File: config.mk
export PLATFORM = sky130hd
export DESIGN_NAME = cfgport_guard
export DESIGN_NICKNAME = d
export VERILOG_FILES = /design/src/rtl/cfgp_pkg.sv /design/src/rtl/cfgp_unlock.sv /design/src/rtl/cfgp_global_regs.sv /design/src/rtl/cfgp_dev_bank.sv /design/src/rtl/cfgport_guard.sv
export SDC_FILE = /design/constraint.sdc
export NUM_CORES = 1
export LEC_CHECK = 0
export BUFFER_PORTS_ARGS = -buffer_cell sky130_fd_sc_hd__buf_2
export CAP_MARGIN = 20
export CORE_MARGIN = 8
export CORE_UTILIZATION = 35
export DETAILED_ROUTE_END_ITERATION = 16
export PLACE_DENSITY_LB_ADDON = 0.12
export SYNTH_ARGS = -nofsm -noshare
export SYNTH_HDL_FRONTEND = slang
export SYNTH_HIERARCHICAL = 1
export SYNTH_SLANG_ARGS = --single-unit
File: constraint.sdc
create_clock -name clk -period 6.94 [get_ports clk]
set_input_delay 2.082 -clock clk [delete_from_list [all_inputs] [get_ports clk]]
set_output_delay 2.082 -clock clk [all_outputs]
set_load 0.02 [all_outputs]
File: src/rtl/cfgp_pkg.sv
package cfgp_pkg;

  typedef enum logic [1:0] {
    LK_CLOSED = 2'd0,
    LK_HALF   = 2'd1,
    LK_OPEN   = 2'd2
  } lock_state_e;

  localparam logic [7:0] KEY_ENTER   = 8'h87;
  localparam logic [7:0] KEY_EXIT    = 8'hAA;

  localparam logic [7:0] IX_LDN      = 8'h07;
  localparam logic [7:0] IX_CHIP_HI  = 8'h20;
  localparam logic [7:0] IX_CHIP_LO  = 8'h21;
  localparam logic [7:0] IX_VEND_HI  = 8'h23;
  localparam logic [7:0] IX_VEND_LO  = 8'h24;
  localparam logic [7:0] IX_PORTSEL  = 8'h25;

  localparam logic [7:0] IX_DEV_EN   = 8'h30;
  localparam logic [7:0] IX_BASE_HI  = 8'h60;
  localparam logic [7:0] IX_BASE_LO  = 8'h61;
  localparam logic [7:0] IX_IRQ      = 8'h70;

  localparam int PORTSEL_BIT = 4;

  function automatic logic is_bank_index(input logic [7:0] ix);
    return (ix == IX_DEV_EN) || (ix == IX_BASE_HI) ||
           (ix == IX_BASE_LO) || (ix == IX_IRQ);
  endfunction

endpackage

File: src/rtl/cfgp_unlock.sv
module cfgp_unlock
  import cfgp_pkg::*;
(
  input  logic       clk,
  input  logic       rst_n,
  input  logic       idx_wr,
  input  logic       dat_wr,
  input  logic [7:0] wdata,
  output logic       cfg_open
);

  lock_state_e state_q, state_d;

  always_comb begin
    state_d = state_q;
    unique case (state_q)
      LK_CLOSED: begin
        if (idx_wr && wdata == KEY_ENTER) state_d = LK_HALF;
      end
      LK_HALF: begin
        if (idx_wr) state_d = (wdata == KEY_ENTER) ? LK_OPEN : LK_CLOSED;
        else if (dat_wr) state_d = LK_CLOSED;
      end
      LK_OPEN: begin
        if (idx_wr && wdata == KEY_EXIT) state_d = LK_CLOSED;
      end
      default: state_d = LK_CLOSED;
    endcase
  end

  always_ff @(posedge clk or negedge rst_n) begin
    if (!rst_n) state_q <= LK_CLOSED;
    else        state_q <= state_d;
  end

  assign cfg_open = (state_q == LK_OPEN);


  open_needs_two_keys_chk: assert property (@(posedge clk) disable iff (!rst_n)
    $rose(cfg_open) |-> ($past(state_q) == LK_HALF && $past(idx_wr) && $past(wdata) == KEY_ENTER));


  half_restart_chk: assert property (@(posedge clk) disable iff (!rst_n)
    (state_q == LK_HALF && ((idx_wr && wdata != KEY_ENTER) || dat_wr)) |=> (state_q == LK_CLOSED));


  exit_key_chk: assert property (@(posedge clk) disable iff (!rst_n)
    (cfg_open && idx_wr && wdata == KEY_EXIT) |=> !cfg_open);

endmodule

File: src/rtl/cfgp_global_regs.sv
module cfgp_global_regs
  import cfgp_pkg::*;
#(
  parameter logic [15:0] CHIP_ID   = 16'h0408,
  parameter logic [15:0] VENDOR_ID = 16'h1934
) (
  input  logic       clk,
  input  logic       rst_n,
  input  logic       wr_sel,
  input  logic [7:0] index,
  input  logic [7:0] wdata,
  input  logic       strap_alt,
  output logic [7:0] ldn,
  output logic       hit,
  output logic [7:0] rdata
);

  logic [7:0] ldn_q, ldn_d;
  logic       ldn_we;

  assign ldn_we = wr_sel && (index == IX_LDN);

  always_comb begin
    ldn_d = ldn_q;
    if (ldn_we) ldn_d = wdata;
  end

  always_ff @(posedge clk or negedge rst_n) begin
    if (!rst_n) ldn_q <= '0;
    else        ldn_q <= ldn_d;
  end

  always_comb begin
    hit   = 1'b1;
    rdata = 8'h00;
    unique case (index)
      IX_LDN:     rdata = ldn_q;
      IX_CHIP_HI: rdata = CHIP_ID[15:8];
      IX_CHIP_LO: rdata = CHIP_ID[7:0];
      IX_VEND_HI: rdata = VENDOR_ID[15:8];
      IX_VEND_LO: rdata = VENDOR_ID[7:0];
      IX_PORTSEL: rdata[PORTSEL_BIT] = strap_alt;
      default:    hit = 1'b0;
    endcase
  end

  assign ldn = ldn_q;


  ldn_write_only_chk: assert property (@(posedge clk) disable iff (!rst_n)
    !$stable(ldn_q) |-> ($past(wr_sel) && $past(index) == IX_LDN));

endmodule

File: src/rtl/cfgp_dev_bank.sv
module cfgp_dev_bank
  import cfgp_pkg::*;
(
  input  logic        clk,
  input  logic        rst_n,
  input  logic        sel,
  input  logic        wr_sel,
  input  logic [7:0]  index,
  input  logic [7:0]  wdata,
  output logic        en,
  output logic [15:0] base,
  output logic [3:0]  irq,
  output logic [7:0]  rdata
);

  logic        en_q, en_d;
  logic [15:0] base_q, base_d;
  logic [3:0]  irq_q, irq_d;
  logic        we;

  assign we = sel && wr_sel;

  always_comb begin
    en_d   = en_q;
    base_d = base_q;
    irq_d  = irq_q;
    if (we) begin
      unique case (index)
        IX_DEV_EN:  en_d         = wdata[0];
        IX_BASE_HI: base_d[15:8] = wdata;
        IX_BASE_LO: base_d[7:0]  = wdata;
        IX_IRQ:     irq_d        = wdata[3:0];
        default: ;
      endcase
    end
  end

  always_ff @(posedge clk or negedge rst_n) begin
    if (!rst_n) begin
      en_q   <= 1'b0;
      base_q <= '0;
      irq_q  <= '0;
    end else begin
      en_q   <= en_d;
      base_q <= base_d;
      irq_q  <= irq_d;
    end
  end

  always_comb begin
    unique case (index)
      IX_DEV_EN:  rdata = {7'b0, en_q};
      IX_BASE_HI: rdata = base_q[15:8];
      IX_BASE_LO: rdata = base_q[7:0];
      IX_IRQ:     rdata = {4'b0, irq_q};
      default:    rdata = 8'h00;
    endcase
  end

  assign en   = en_q;
  assign base = base_q;
  assign irq  = irq_q;


  en_change_src_chk: assert property (@(posedge clk) disable iff (!rst_n)
    !$stable(en_q) |-> ($past(sel) && $past(wr_sel) && $past(index) == IX_DEV_EN));


  base_change_src_chk: assert property (@(posedge clk) disable iff (!rst_n)
    !$stable(base_q) |-> ($past(sel) && $past(wr_sel) && is_bank_index($past(index))));

endmodule

File: src/rtl/cfgport_guard.sv
module cfgport_guard
  import cfgp_pkg::*;
#(
  parameter int          NUM_DEV    = 8,
  parameter logic [15:0] PRI_INDEX  = 16'h002E,
  parameter logic [15:0] ALT_INDEX  = 16'h004E,
  parameter logic [15:0] CHIP_ID    = 16'h0408,
  parameter logic [15:0] VENDOR_ID  = 16'h1934
) (
  input  logic                   clk,
  input  logic                   rst_n,
  input  logic                   strap_alt,
  input  logic [15:0]            host_addr,
  input  logic                   host_wr,
  input  logic                   host_rd,
  input  logic [7:0]             host_wdata,
  output logic [7:0]             host_rdata,
  output logic                   host_rvalid,
  output logic                   cfg_open,
  output logic [NUM_DEV-1:0]     dev_en,
  output logic [16*NUM_DEV-1:0]  dev_base,
  output logic [4*NUM_DEV-1:0]   dev_irq
);

  localparam logic [7:0] NUM_DEV_B = 8'(NUM_DEV);

  // reset: asserted asynchronously, released on the clock
  logic [1:0] rst_sync_q;
  logic       rst_i_n;

  always_ff @(posedge clk or negedge rst_n) begin
    if (!rst_n) rst_sync_q <= 2'b00;
    else        rst_sync_q <= {rst_sync_q[0], 1'b1};
  end
  assign rst_i_n = rst_sync_q[1];

  // port decode
  logic [15:0] idx_addr, dat_addr;
  logic        idx_wr, dat_wr, idx_rd, dat_rd, cfg_wr;

  assign idx_addr = strap_alt ? ALT_INDEX : PRI_INDEX;
  assign dat_addr = idx_addr + 16'd1;
  assign idx_wr   = host_wr && (host_addr == idx_addr);
  assign dat_wr   = host_wr && (host_addr == dat_addr);
  assign idx_rd   = host_rd && (host_addr == idx_addr);
  assign dat_rd   = host_rd && (host_addr == dat_addr);
  assign cfg_wr   = dat_wr && cfg_open;

  cfgp_unlock u_unlock (
    .clk      (clk),
    .rst_n    (rst_i_n),
    .idx_wr   (idx_wr),
    .dat_wr   (dat_wr),
    .wdata    (host_wdata),
    .cfg_open (cfg_open)
  );

  // index latch
  logic [7:0] index_q, index_d;

  always_comb begin
    index_d = index_q;
    if (cfg_open && idx_wr && host_wdata != KEY_EXIT) index_d = host_wdata;
  end

  always_ff @(posedge clk or negedge rst_i_n) begin
    if (!rst_i_n) index_q <= '0;
    else          index_q <= index_d;
  end

  // global registers
  logic [7:0] ldn, glob_rdata;
  logic       glob_hit;

  cfgp_global_regs #(
    .CHIP_ID   (CHIP_ID),
    .VENDOR_ID (VENDOR_ID)
  ) u_global (
    .clk       (clk),
    .rst_n     (rst_i_n),
    .wr_sel    (cfg_wr),
    .index     (index_q),
    .wdata     (host_wdata),
    .strap_alt (strap_alt),
    .ldn       (ldn),
    .hit       (glob_hit),
    .rdata     (glob_rdata)
  );

  // per-device banks
  logic [7:0] bank_rdata [NUM_DEV];

  for (genvar g = 0; g < NUM_DEV; g++) begin : g_bank
    logic        en_w;
    logic [15:0] base_w;
    logic [3:0]  irq_w;

    cfgp_dev_bank u_bank (
      .clk    (clk),
      .rst_n  (rst_i_n),
      .sel    (ldn == 8'(g)),
      .wr_sel (cfg_wr),
      .index  (index_q),
      .wdata  (host_wdata),
      .en     (en_w),
      .base   (base_w),
      .irq    (irq_w),
      .rdata  (bank_rdata[g])
    );

    assign dev_en[g]          = en_w;
    assign dev_base[16*g +: 16] = base_w;
    assign dev_irq[4*g +: 4]    = irq_w;
  end

  // read path
  logic [7:0] sel_bank_rdata, rd_mux;

  always_comb begin
    sel_bank_rdata = 8'h00;
    for (int i = 0; i < NUM_DEV; i++) begin
      if (ldn == 8'(i)) sel_bank_rdata = bank_rdata[i];
    end
  end

  always_comb begin
    if (!cfg_open)                                     rd_mux = 8'hFF;
    else if (idx_rd)                                   rd_mux = index_q;
    else if (glob_hit)                                 rd_mux = glob_rdata;
    else if (is_bank_index(index_q) && ldn < NUM_DEV_B) rd_mux = sel_bank_rdata;
    else                                               rd_mux = 8'h00;
  end

  logic [7:0] rdata_q, rdata_d;
  logic       rvalid_q, rvalid_d, rd_any;

  assign rd_any   = idx_rd || dat_rd;
  assign rvalid_d = rd_any;

  always_comb begin
    rdata_d = rdata_q;
    if (rd_any) rdata_d = rd_mux;
  end

  always_ff @(posedge clk or negedge rst_i_n) begin
    if (!rst_i_n) begin
      rdata_q  <= '0;
      rvalid_q <= 1'b0;
    end else begin
      rdata_q  <= rdata_d;
      rvalid_q <= rvalid_d;
    end
  end

  assign host_rdata  = rdata_q;
  assign host_rvalid = rvalid_q;


  locked_read_ff_chk: assert property (@(posedge clk) disable iff (!rst_i_n)
    ((host_rd && (host_addr == idx_addr || host_addr == dat_addr)) && !cfg_open)
      |=> (host_rvalid && host_rdata == 8'hFF));


  rvalid_follows_rd_chk: assert property (@(posedge clk) disable iff (!rst_i_n)
    !host_rd |=> !host_rvalid);


  locked_no_index_change_chk: assert property (@(posedge clk) disable iff (!rst_i_n)
    !cfg_open |=> $stable(index_q));

endmodule

==> flow_metrics.env <==
export IMPL_leakage_uw=0.00634
export IMPL_first_global_vias=8851
export IMPL_min_delay_worst_endpoint="rst_sync_q[1]$_DFF_PN0_"
export IMPL_detailed_place_area_um2=12500
export IMPL_seq_area_frac_synth_pct=44.0
export IMPL_timing_hold_ws_ns=0.356
export IMPL_cts_tree="built"
export IMPL_flow_area_growth_from_synthesis_pct=16.9
export IMPL_ys_top_cells_by_area="dfrtp_1 44%, mux2_2 12%, mux2_4 8.6%, mux2i_1 2.9%, nor3_1 2.8%"
export IMPL_synth_cell_types=67
export IMPL_final_antenna_net_count=0
export IMPL_number_of_cells_on_the_worst_hold_path=0
export IMPL_clock_latency_ns=0.44
export IMPL_yosysTopAreaCellShare_pct=44.0
export IMPL_ys_dominant_reg_cell="dfrtp_1"
export IMPL_synth_edf_count=0
export IMPL_nets=1151
export IMPL_layout_drive_gt1_share_pct=41.7
export IMPL_nFillCells=3102
export IMPL_post_cts_resized=0
export IMPL_slew_violations=0
export IMPL_synth_warnings=6
export IMPL_r2r_cells=9
export IMPL_wirelength_um=38700
export IMPL_detail_route_first_pass_iterations=5
export IMPL_globalRoute_totalOverflow=0
export IMPL_critPathKind="primary input to register"
export IMPL_wire_length_of_the_first_global_routing_pass_um=58700
export IMPL_seqCellArea_um2=4930
export IMPL_critical_path_peak_fanout=9
export IMPL_rr_endpoint="host_rdata[3]$_DFFE_PN0P_"
export IMPL_min_path_type="register to register"
export IMPL_routed_via_count=8655
export IMPL_rsz0062_at_grt="no"
export IMPL_numCtsBuffers=17
export IMPL_post_synth_inst_count=930
export IMPL_initial_drc_count=617
export IMPL_clock_sink_count=197
export IMPL_fmax_mhz=231
export IMPL_chip_height_um=195
export IMPL_pin_count_of_the_biggest_net_entering_global_routing=71
export IMPL_worst_setup_hold_path_clk_slew_ns=0.09
export IMPL_post_drt_via_cell_ratio=5.63
export IMPL_worst_endpoint_required_ns=7.27
export IMPL_finalClockSkew_ns=0.0212
export IMPL_floorplan_rows=65
export IMPL_setup_tns_final_ns=0
export IMPL_cp_start_kind="primary input"
export IMPL_starting_utilization_of_the_core_area_pct=35.5
export IMPL_max_clock_path_buffers=2
export IMPL_mappedNetlistArea_um2=11200
export IMPL_post_synthesis_mean_instance_area_um2=12.0
export IMPL_postCtsSetupRepairBufs=0
export IMPL_vdd_ir_drop_max_mv=0.139
export IMPL_placeableCoreArea_um2=31600
export IMPL_io_pin_count=207
export IMPL_fin_crit_sh_pct=62.5
export IMPL_gp_congestion=0.869
export IMPL_hpwlAfterDp_um=27200
export IMPL_synth_net_count=959
export IMPL_multi_input_comb_area_um2=5740
export IMPL_grt_antenna_before_repair=0
export IMPL_cell_at_the_root_of_the_clock_tree="clkbuf_16"
export IMPL_period_minus_slack_ns=4.34
export IMPL_regToRegSetupSlack_ns=3.43
export IMPL_fin_area_um2=13100
export IMPL_power_density_over_cell_area_nw_per_um2=170
export IMPL_setup_violations_final=0
export IMPL_cap_violations=0
export IMPL_die_area_um2=38000
export IMPL_status="finished, final reports clean"
export IMPL_relSlewSlack_pct=34.9
export IMPL_clock_tree_htree_level_count=4
export IMPL_ys_async_sr_fraction_pct=100
export IMPL_transition_at_the_pin_with_the_smallest_max_transition_slack_ns=0.976
export IMPL_cell_accounting_for_the_most_synthesized_area="dfrtp_1"
export IMPL_grt_total_usage_pct=20.0
export IMPL_endpoint_kind="register"
export IMPL_wl_per_cell_um=25.1
export IMPL_worst_endpoint_arrival_ns=4.66
export IMPL_num_antenna_cells=0
export IMPL_cts_hold_buffers_added=0
export IMPL_drc_violations_left=0
export IMPL_worstReg2RegStart="index_q[6]$_DFFE_PN0P_"
export IMPL_port_buffers=206
export IMPL_report_final_hold_viol_count=0
export IMPL_worst_hold_launch="rst_sync_q[0]$_DFF_PN0_"
export IMPL_dieWidth_um=195
export IMPL_yosys_register_bits=197
==> Yosys cell counts, types with 15 or more instances <==
master / number
dfrtp_1: 197
mux2_2: 119
mux2_4: 64
nor3_1: 62
inv_1: 38
a22o_1: 32
mux2i_1: 32
nor2_1: 28
a221o_1: 24
o21ai_0: 24
nand2_1: 23
buf_6: 19
clkbuf_1: 16
a21oi_1: 15
==> registers in the layout, summed over array words and instances (netlist names) <==
register            flops
host_rvalid             1
g_bank.u_bank/base    128
rst_sync_q              2
u_unlock/state_q        2
index_q                 8
host_rdata              8
g_bank.u_bank/irq      32
g_bank.u_bank/en        8
u_global/ldn            8
==> worst max path at each step <==
| stage | from | to | slack, ns | depth (start not counted) |
|---|---|---|---|---|
| finish | host_addr[13] | g_bank[2].u_bank/base[13]$_DFFE_PN0P_ | 2.60 | 10 |
| floorplan | rst_sync_q[1]$_DFF_PN0_ | g_bank[0].u_bank/base[0]$_DFFE_PN0P_ | 1.04 | 0 |
| CTS | host_addr[13] | g_bank[2].u_bank/base[10]$_DFFE_PN0P_ | 2.59 | 10 |
| global placement | host_addr[13] | g_bank[0].u_bank/base[10]$_DFFE_PN0P_ | 2.18 | 10 |
| detailed placement | host_addr[13] | g_bank[2].u_bank/base[10]$_DFFE_PN0P_ | 2.12 | 10 |
| global route | host_addr[13] | g_bank[2].u_bank/base[10]$_DFFE_PN0P_ | 2.36 | 10 |
==> per-stage QoR <==
step                power (uW)  util, %  worst slack (ns)  instances
floorplan                 1190        -              1.04        930
global placement          1240     39.6              2.18       1505
detailed placement        1240     39.6              2.12       1505
CTS                       2260     41.5              2.59       1537
global route              2310     41.5              2.36       1537
finish                    2230     41.5              2.60       1537
==> critical path: stages <==
cell and delay, ns:
buf_2 0.09, nor4_1 0.27, nand3_1 0.19, nor3_1 0.25
nand2_1 0.14, nor3_2 0.13, buf_4 0.27, and2_0 0.26
or3b_1 0.60, mux2_4 0.37
==> where the power goes <==
part           internal (uW)  switching, uW
sequential              1150           8.23
clock                    519            491
combinational           11.8           48.9
==> cells by family after synthesis <==
logic type             Yosys count  synth area share (%)
flip-flops                     197                  44.0
multiplexers                   216                  23.5
AO/OA/AOI/OAI                  151                  10.5
buffers and inverters           93                  4.76
AND/OR/NAND/NOR                272                  17.1
other                            1                0.0335
==> layout make-up <==
cell class	instances	share of cell area, %
clock buffer	19	3.38
sequential	197	37.7
tap	402	3.84
clock inverter	13	1.05
inverter	39	1.12
multi-input combinational	640	43.8
timing repair buffer	227	9.08
==> cells in the final DEF (no fill, tap or decap), drive strengths merged, types with 16 or more instances in the layout <==
cell	n
a21oi	16
a221o	24
a22o	32
buf	227
clkbuf	19
dfrtp	197
inv	45
mux2	184
mux2i	32
nand2	23
nor2	28
nor3	64
nor4b	18
o21ai	26
==> layer usage <==
| layer | part of all wire, % | global-route usage (%) | vias to the layer above |
|---|---|---|---|
| met3 | 4.6 | 3.70 | 28 |
| met1 | 47 | 27.7 | 4449 |
| met5 | 0 | 0 | - |
| li1 | - | - | 3941 |
| met4 | 1.4 | 4.44 | 0 |
| met2 | 47 | 32.1 | 237 |
Power figures use the tool's default switching activity.
